--- src/rtl/busop_wdt_pkg.sv ---
package busop_wdt_pkg;

  localparam int unsigned PRE_SEL_W     = 2;
  localparam int unsigned PRE_SEL_N     = 1 << PRE_SEL_W;
  localparam int unsigned TICK_SEL_W    = 3;
  localparam int unsigned TICK_BASE_LOG = 2;
  localparam int unsigned TICK_MAX_LOG  = TICK_BASE_LOG + (1 << TICK_SEL_W) - 1;
  localparam int unsigned TICK_W        = TICK_MAX_LOG + 1;
  localparam int unsigned CFG_W         = PRE_SEL_W + TICK_SEL_W;

  typedef enum logic [PRE_SEL_W-1:0] {
    PRE_OFF  = 2'd0,
    PRE_LOW  = 2'd1,
    PRE_MID  = 2'd2,
    PRE_HIGH = 2'd3
  } preSel_e;

  // strobes from control to datapath
  typedef struct packed {
    logic clrCnt;  // return both counters to zero
    logic run;     // advance the prescaler this cycle
  } wdtStrb_t;

endpackage

--- src/rtl/busop_wdt_dp.sv ---
module busop_wdt_dp
  import busop_wdt_pkg::*;
#(
  parameter int unsigned SHIFT_A = 8,
  parameter int unsigned SHIFT_B = 16,
  parameter int unsigned SHIFT_C = 24
) (
  input  logic                  clk,
  input  logic                  rstN,
  input  wdtStrb_t              strb,
  input  logic [PRE_SEL_W-1:0]  preSel,
  input  logic [TICK_SEL_W-1:0] tickSel,
  output logic                  limitHit
);

  localparam int unsigned PRE_W = SHIFT_C;

  logic [PRE_W-1:0]     preCnt;
  logic [TICK_W-1:0]    tickCnt;
  logic [TICK_W-1:0]    tickNext;
  logic [TICK_W-1:0]    tickLimit;
  logic [PRE_SEL_N-1:0] carryVec;
  logic                 tickStep;

  // code 0 has no tap; the others watch the carry out of a low field
  assign carryVec[0] = 1'b0;
  for (genvar g = 1; g < PRE_SEL_N; g++) begin : gTap
    localparam int unsigned SH = (g == 1) ? SHIFT_A : ((g == 2) ? SHIFT_B : SHIFT_C);
    assign carryVec[g] = &preCnt[SH-1:0];
  end

  always_comb begin
    tickLimit = TICK_W'(1) << (TICK_BASE_LOG + 32'(tickSel));
    tickStep  = strb.run & carryVec[preSel];
    tickNext  = tickCnt + TICK_W'(1);
    limitHit  = tickStep & (tickNext == tickLimit);
  end

  always_ff @(posedge clk or negedge rstN) begin
    if (!rstN) begin
      preCnt <= '0;
    end else if (strb.clrCnt) begin
      preCnt <= '0;
    end else if (strb.run) begin
      preCnt <= preCnt + PRE_W'(1);
    end
  end

  always_ff @(posedge clk or negedge rstN) begin
    if (!rstN) begin
      tickCnt <= '0;
    end else if (strb.clrCnt) begin
      tickCnt <= '0;
    end else if (tickStep) begin
      tickCnt <= tickNext;
    end
  end

endmodule

--- src/rtl/busop_wdt_ctl.sv ---
module busop_wdt_ctl
  import busop_wdt_pkg::*;
(
  input  logic                  clk,
  input  logic                  rstN,
  input  logic [PRE_SEL_W-1:0]  preSel,
  input  logic [TICK_SEL_W-1:0] tickSel,
  input  logic                  opActive,
  input  logic                  flagClr,
  input  logic                  limitHit,
  output wdtStrb_t              strb,
  output logic                  timeoutFlag
);

  logic             actQ;
  logic [CFG_W-1:0] cfgQ;
  logic [CFG_W-1:0] cfgNow;
  logic             fired;
  logic             flagQ;
  logic             restart;
  logic             offSel;

  always_comb begin
    cfgNow      = {preSel, tickSel};
    restart     = (opActive != actQ) | (cfgNow != cfgQ);
    offSel      = (preSel_e'(preSel) == PRE_OFF);
    strb.clrCnt = restart | offSel | ~opActive;
    strb.run    = ~strb.clrCnt & ~fired;
  end

  always_ff @(posedge clk or negedge rstN) begin
    if (!rstN) begin
      actQ <= 1'b0;
      cfgQ <= '0;
    end else begin
      actQ <= opActive;
      cfgQ <= cfgNow;
    end
  end

  // one event per operation: hold off until the counters restart
  always_ff @(posedge clk or negedge rstN) begin
    if (!rstN) begin
      fired <= 1'b0;
    end else if (strb.clrCnt) begin
      fired <= 1'b0;
    end else if (limitHit) begin
      fired <= 1'b1;
    end
  end

  // a new event takes priority over a clear on the same edge
  always_ff @(posedge clk or negedge rstN) begin
    if (!rstN) begin
      flagQ <= 1'b0;
    end else if (limitHit) begin
      flagQ <= 1'b1;
    end else if (flagClr) begin
      flagQ <= 1'b0;
    end
  end

  assign timeoutFlag = flagQ;

endmodule

--- src/rtl/busop_timeout_wdt.sv ---
module busop_timeout_wdt
  import busop_wdt_pkg::*;
#(
  parameter int unsigned SHIFT_A = 8,
  parameter int unsigned SHIFT_B = 16,
  parameter int unsigned SHIFT_C = 24
) (
  input  logic       clk,
  input  logic       rstN,
  input  logic [1:0] preSel,
  input  logic [2:0] tickSel,
  input  logic       opActive,
  input  logic       flagClr,
  output logic       timeoutFlag
);

  wdtStrb_t strb;
  logic     limitHit;

  busop_wdt_ctl ctlI (
    .clk        (clk),
    .rstN       (rstN),
    .preSel     (preSel),
    .tickSel    (tickSel),
    .opActive   (opActive),
    .flagClr    (flagClr),
    .limitHit   (limitHit),
    .strb       (strb),
    .timeoutFlag(timeoutFlag)
  );

  busop_wdt_dp #(
    .SHIFT_A(SHIFT_A),
    .SHIFT_B(SHIFT_B),
    .SHIFT_C(SHIFT_C)
  ) dpI (
    .clk     (clk),
    .rstN    (rstN),
    .strb    (strb),
    .preSel  (preSel),
    .tickSel (tickSel),
    .limitHit(limitHit)
  );

endmodule

--- config.mk ---
export PLATFORM = sky130hd
export DESIGN_NAME = busop_timeout_wdt
export DESIGN_NICKNAME = d
export VERILOG_FILES = /design/src/rtl/busop_wdt_pkg.sv /design/src/rtl/busop_wdt_dp.sv /design/src/rtl/busop_wdt_ctl.sv /design/src/rtl/busop_timeout_wdt.sv
export SDC_FILE = /design/constraint.sdc
export NUM_CORES = 1
export LEC_CHECK = 0
export BUFFER_PORTS_ARGS = -buffer_cell sky130_fd_sc_hd__buf_2
export CORE_ASPECT_RATIO = 0.6
export CORE_MARGIN = 2
export CORE_UTILIZATION = 55
export CTS_BUF_LIST = sky130_fd_sc_hd__clkbuf_16
export DETAILED_ROUTE_END_ITERATION = 8
export PLACE_DENSITY = 0.71
export SLEW_MARGIN = 20
export SYNTH_ARGS = -nofsm -noshare
export SYNTH_HDL_FRONTEND = slang
export SYNTH_HIERARCHICAL = 1
export SYNTH_SLANG_ARGS = --single-unit
--- constraint.sdc ---
create_clock -name clk -period 2.7 [get_ports clk]
set_input_delay 0.54 -clock clk [delete_from_list [all_inputs] [get_ports clk]]
set_output_delay 0.54 -clock clk [all_outputs]
set_load 0.1 [all_outputs]
==> flow_metrics.tcl, run 1 <==
set metrics [dict create \
    status "finished clean" \
    cp_common_cell "nor4b_2" \
    slowest_stage "o21ai_0" \
    rows 18 \
    syn_avg_cell_area_um2 9.468 \
    first_iter_violations 132 \
    fin_cells 327 \
    grt_usage 0.2253 \
    cp-start-kind "flip-flop" \
    tns_ns 0 \
    drc 0 \
    synthCells 252 \
    htree_levels 2 \
    synth_edf_count 0 \
    grt_pass1_wl_um 8031 \
    grt_antenna_before_repair 0 \
    setup_violations 0 \
    synthTopCellsByCount "dfrtp_1, nor2_1, xnor2_1" \
    fin_skew_ns 0.005807 \
    worstSetupPathType "flip-flop to flip-flop" \
    synthSimpleGateAreaFrac 0.2784 \
    cts_tree "yes" \
    ys_seq_area_frac 0.4405 \
    clock-sinks 42 \
    reg2reg_slack_ns 0.27 \
    ys.warnings.count 6 \
    leakage_nw 1.047 \
    synthTopCellsByArea "dfrtp_1, xnor2_1, xor2_1" \
    wl_per_cell_um 14.65 \
    slew-limit-headroom 0.3713 \
    diodes 0 \
    pwr-share-seq 0.505 \
    core_area_um2 4144 \
    post-route-min-period_ns 2.434 \
    cts_max_path_buffers 2 \
    path_cells "nand4_1 > o21ai_0 > a41oi_4 > nor2_4 > nor4b_2 > nor4b_2 > nor2_1 > nor4_1" \
    critPathMaxFanout 10 \
    die_area_um2 4898 \
    cts_root_buffer "clkbuf_16" \
    critPathArrivalTime_ns 2.62 \
    numCtsBuffers 5 \
    synth.area.mux_share 0.008390 \
    synth_compound_area_frac 0.07341 \
    start_util 0.5758 \
    ys_async_sr_fraction 1.000 \
    p_clk_frac 0.441 \
    rsz0062_at_grt "false" \
    p_sw_mw 0.2687 \
    yosysMostFrequentCell "dfrtp_1" \
    tightest_slew_ns 0.9430 \
    swShare 0.2134 \
    synth-seq-cells 42 \
    firstDrtPassIters 5 \
    io_pins 10 \
    syn_area_um2 2386 \
    wl_um 4792 \
    powerDensity_nw_per_um2 470.8 \
    required_ns 2.88 \
    yosys.area_share.adder 0.02098 \
    synth_top_family_by_area "simple AND/OR/NAND/NOR gates" \
    irDropWorstVdd_mv 0.3340 \
    syn_nets 265 \
    hpwl_um 3260 \
    drive_gt1_frac 0.1348 \
    path_clk_slew_ns 0.06 \
    fp.dieW_um 89.03 \
    end_kind "flip-flop" \
    synth_top_flop_cell "dfrtp_1" \
    drv_cap 0 \
    hold_viol_final 0 \
    grt_start_max_net_pins 43 \
    synth_top_area_share 0.4405 \
    portBuffers 9 \
    holdPathStages 1 \
    gp_congestion 0.7430 \
    setup_slack_ns 0.2658 \
    path_depth 8 \
    nets 280 \
    vias 1803 \
    finalCritPeriodShare 0.9015 \
    pre_cts_slack_ns 0.1702 \
    cp.buffers_inverters 0 \
    synth_cell_type_count 41 \
    fmax_mhz 410.8 \
    placed_cells 320 \
    reg2reg_depth 8 \
    p_comb_frac 0.054 \
    drv_slew 0 \
    grt_pass1_vias 1588 \
    grt_overflow 0 \
    area_growth_pct 12.11 \
    intPower_mw 0.9907 \
    synth_top_area_cell "dfrtp_1" \
    avgViaCountPerCell 5.514 \
    slowest_delay_ns 0.46 \
    synth_xor_area_frac 0.1468 \
    hp-class "input port to flip-flop" \
    crit_family "simple AND/OR/NAND/NOR gates" \
    insertion_delay_ns 0.28 \
    cts_hold_buf 0 \
    die_h_um 55.02 \
    ant_nets 0 \
]
## sequential cells by signal, indices dropped and copies added, names as in the netlist
| register | cells |
|---|---|
| ctlI/timeoutFlag | 1 |
| ctlI/fired | 1 |
| ctlI/cfgQ | 5 |
| ctlI/actQ | 1 |
| dpI/tickCnt | 10 |
| dpI/preCnt | 24 |
## metal layers
| metal | track usage | up-vias | share of wire |
|---|---|---|---|
| li1 | - | 903 | - |
| met1 | 0.3607 | 858 | 0.56 |
| met2 | 0.2799 | 38 | 0.38 |
| met3 | 0.05786 | 4 | 0.050 |
| met4 | 0.08458 | 0 | 0.0079 |
| met5 | 0 | - | 0 |
## cells in the final DEF, fill, tap and decap left out, types with 2 or more instances in the layout
cell,netlist,layout
o21ai_0,11,11
nand3b_1,2,2
nor2_1,35,34
nand2b_1,2,2
xnor2_1,24,24
or3_1,6,6
dfrtp_1,42,42
xor2_1,16,16
buf_2,2,9
clkbuf_16,0,5
nor4b_2,2,2
nand4_1,9,9
a21oi_1,8,8
nand3_1,12,12
and3_1,2,2
nand2_1,17,17
a31oi_1,2,2
ha_1,4,4
mux2i_1,2,2
nor4b_1,4,4
nor3_1,7,7
buf_4,0,11
nor2b_1,2,2
nor4_1,7,7
nor3b_1,2,2
inv_1,7,9
## metrics by stage
| step | power (mW) | hold slack, ns | instance area (µm²) | util |
|---|---|---|---|---|
| 2_1_floorplan | 0.6812 | 0.2444 | 2386 | - |
| 3_3_place_gp | 0.7155 | 0.4776 | 2540 | 0.6129 |
| 3_5_place_dp | 0.7167 | 0.4811 | 2540 | 0.6129 |
| 4_1_cts | 1.276 | 0.3771 | 2673 | 0.6449 |
| 5_1_grt | 1.311 | 0.3783 | 2675 | 0.6455 |
| 6_report | 1.259 | 0.3829 | 2675 | 0.6455 |
## cell type report
type | count | area (µm²)
tap | 60 | 75.07
sequential | 42 | 1051
fill | 360 | 1469
clock inverter | 2 | 7.507
multi-input combinational | 191 | 1262
timing repair buffer | 20 | 127.6
inverter | 7 | 26.28
clock buffer | 5 | 125.1
## what timing repair did
action | in CTS | in global routing
resized for setup | 0 | 1
setup buffers | 0 | 0
setup endpoints to repair | 0 | 1
## cells by family (layout without fill, tap and decap cells)
| logic type | after synthesis | after routing |
|---|---|---|
| AND/OR/NAND/NOR | 118 | 118 |
| flip-flops | 42 | 42 |
| XOR/XNOR | 40 | 40 |
| AO/OA/AOI/OAI | 27 | 27 |
| buffers and inverters | 19 | 34 |
| adder cells (fa/ha/maj) | 4 | 4 |
| multiplexers | 2 | 2 |
## power by group through the flow
| stage | Sequential (mW) | Combinational (mW) | Clock (mW) |
|---|---|---|---|
| after floorplan | 0.647 | 0.0337 | 0 |
| after global placement | 0.648 | 0.0679 | 0 |
| after detailed placement | 0.648 | 0.0690 | 0 |
| after CTS | 0.636 | 0.0695 | 0.570 |
| after global routing | 0.636 | 0.0780 | 0.597 |
| final | 0.636 | 0.0683 | 0.555 |
## worst paths after layout
check	startpoint	end
max reg2reg	dpI/preCnt[16]$_DFFE_PN0P_	ctlI/fired$_DFFE_PN0P_
min in group asynchronous	rstN	dpI/preCnt[5]$_DFFE_PN0P_
min	opActive	ctlI/actQ$_DFF_PN0_
max	dpI/preCnt[16]$_DFFE_PN0P_	ctlI/fired$_DFFE_PN0P_
max in group asynchronous	rstN	dpI/preCnt[0]$_DFFE_PN0P_
min reg2reg	ctlI/timeoutFlag$_DFFE_PN0P_	ctlI/timeoutFlag$_DFFE_PN0P_
Note: power is estimated with default switching activity, not from simulation.
==> run 2: changes to the inputs <==
--- a/config.mk
+++ b/config.mk
@@ -11,7 +11,7 @@
 export CORE_UTILIZATION = 55
 export CTS_BUF_LIST = sky130_fd_sc_hd__clkbuf_16
 export DETAILED_ROUTE_END_ITERATION = 8
-export PLACE_DENSITY = 0.71
+export PLACE_DENSITY = 0.78
 export SLEW_MARGIN = 20
 export SYNTH_ARGS = -nofsm -noshare
 export SYNTH_HDL_FRONTEND = slang
==> run 2 against run 1 <==
- clock skew is 0.0019 ns lower
- wire length is 1.8% lower
- setup slack worse by 0.031 ns
- die area stayed put
- clock power is 2% higher
- sequential share of layout area is 0.074 points higher
- first-iteration DRC count is 22% lower
- global-route usage is 0.13 points lower
- fmax is 1.3% lower
- flip-flop and latch count stayed put
- critical path type unchanged
==> flow_metrics.tcl, run 2 (synthesized netlist as in run 1, its figures left out) <==
set metrics [dict create \
    fin_area_um2 2670 \
    grt_start_max_net_pins 43 \
    numCtsBuffers 5 \
    cts_tree "yes" \
    first_iter_violations 103 \
    wl_um 4706 \
    gp_congestion 0.8570 \
    status "finished clean" \
    post-route-min-period_ns 2.465 \
    path_cells "ha_1 > nand3_1 > nor2_1 > xor2_1 > nor4b_1 > a31oi_1 > nor4b_2 > nor2_1 > nor4_1" \
    io_pins 10 \
    grt_overflow 0 \
    core_area_um2 4144 \
    worstSetupPathType "flip-flop to flip-flop" \
    place_area_um2 2532 \
    finalCritPeriodShare 0.9130 \
    avgViaCountPerCell 5.535 \
    fp.dieW_um 89.03 \
    leakage_nw 1.043 \
    layout_common_cells "dfrtp_1, nor2_1, xnor2_1" \
    tns_ns 0 \
    firstDrtPassIters 4 \
    drive_gt1_frac 0.1311 \
    grt_pass1_wl_um 8135 \
    clock-sinks 42 \
    fmax_mhz 405.7 \
    hold_slack_ns 0.3807 \
    hpwl_um 3343 \
    hp-class "input port to flip-flop" \
    diodes 0 \
    htree_levels 2 \
    cp_common_cell "nor2_1" \
    die_area_um2 4898 \
    required_ns 2.88 \
    num-fill-cells 353 \
    tightest_slew_ns 0.9170 \
    p_clk_frac 0.445 \
    critPathArrivalTime_ns 2.65 \
    drv_cap 0 \
    die_h_um 55.02 \
    p_comb_frac 0.053 \
    largest_register_ffs 24 \
    pwr-share-seq 0.502 \
    cts_max_path_buffers 2 \
    insertion_delay_ns 0.28 \
    swShare 0.2165 \
    path_clk_slew_ns 0.06 \
    slew-limit-headroom 0.3887 \
    area_growth_pct 11.90 \
    setup_violations 0 \
    vias 1810 \
    cts_resized 0 \
    nets 279 \
    hold_viol_final 0 \
    intPower_mw 0.9933 \
    p_sw_mw 0.2745 \
    rows 18 \
    post-cts-setup-buffers 0 \
    grt_antenna_before_repair 0 \
    cts_root_buffer "clkbuf_16" \
    grt_pass1_vias 1721 \
    drv_slew 0 \
    drc 0 \
    slowest_stage "dfrtp_1" \
    final_common_cell "dfrtp_1" \
    ant_nets 0 \
    powerDensity_nw_per_um2 474.8 \
    irDropWorstVdd_mv 0.2828 \
    portBuffers 9 \
    rsz0062_at_grt "false" \
    reg.largest.list "dpI/preCnt (24), dpI/tickCnt (10), ctlI/cfgQ (5)" \
    end_kind "flip-flop" \
    critPathMaxFanout 6 \
    start_util 0.5758 \
    cp-start-kind "flip-flop" \
    wl_per_cell_um 14.39 \
    largest_register "dpI/preCnt" \
    fin_skew_ns 0.003920 \
    cts_hold_buf 0 \
    slowest_delay_ns 0.45 \
    grt_usage 0.2239 \
]
-- run 2: changes by cell type in the layout (fill, tap and decap cells not counted), sizes merged --
cell,change
buf,-1
inv,-1
clkinv,+2
-- run 2: area by class of cell --
cell class              count  area [µm²]  share of cell area
flip-flops and latches     42        1051              0.3936
clock inverters             3       12.51            0.004686
repair buffers             19       120.1             0.04499
well taps                  60       75.07             0.02812
inverters                   7       26.28            0.009841
multi-input cells         191        1260              0.4719
clock buffers               5       125.1             0.04686
-- run 2: metrics by stage --
step	total power, mW	std cells	worst slack, ns	utilization
floorplan	0.6812	252	0.2438	-
global placement	0.7133	319	0.1954	0.6111
detailed placement	0.7152	319	0.1397	0.6111
CTS	1.278	327	0.2780	0.6443
global route	1.319	327	0.06278	0.6443
finish	1.268	327	0.2349	0.6443
-- run 2: worst max-delay path: cells and delay by family, from the launching register on --
kind                       cells  cell delay [ns]
AOI/OAI and AO/OA              1             0.09
xor gates and xnor gates       1             0.13
adders and majority gates      1             0.25
DFF                            1             0.45
and+or+nand+nor                6             1.43
-- run 2: path summary, 6_finish.rpt --
path	from	endpoint	slack [ns]	depth (start not counted)
worst max-delay path	dpI/tickCnt[0]$_DFFE_PN0P_	ctlI/fired$_DFFE_PN0P_	0.23	9
worst min-delay path	opActive	ctlI/actQ$_DFF_PN0_	0.38	1
worst max register to register	dpI/tickCnt[0]$_DFFE_PN0P_	ctlI/fired$_DFFE_PN0P_	0.23	9
worst min register to register	ctlI/timeoutFlag$_DFFE_PN0P_	ctlI/timeoutFlag$_DFFE_PN0P_	0.50	1
max in group asynchronous	rstN	dpI/tickCnt[5]$_DFFE_PN0P_	1.74	1
min in group asynchronous	rstN	ctlI/cfgQ[0]$_DFF_PN0_	0.39	1
-- run 2: power groups by stage --
stage	logic (mW)	clock network (mW)	registers, mW
3_3_place_gp	0.0655	0	0.648
2_1_floorplan	0.0337	0	0.647
6_report	0.0668	0.565	0.637
4_1_cts	0.0675	0.574	0.637
5_1_grt	0.0751	0.607	0.637
3_5_place_dp	0.0673	0	0.648
-- run 2: layer usage --
layer / GRT usage / vias up / part of all wire
met1: 0.3336 / 861 / 0.54
met4: 0.05224 / 0 / 0.0057
met3: 0.04896 / 5 / 0.051
li1: - / 901 / -
met2: 0.3358 / 43 / 0.41
met5: 0 / - / 0
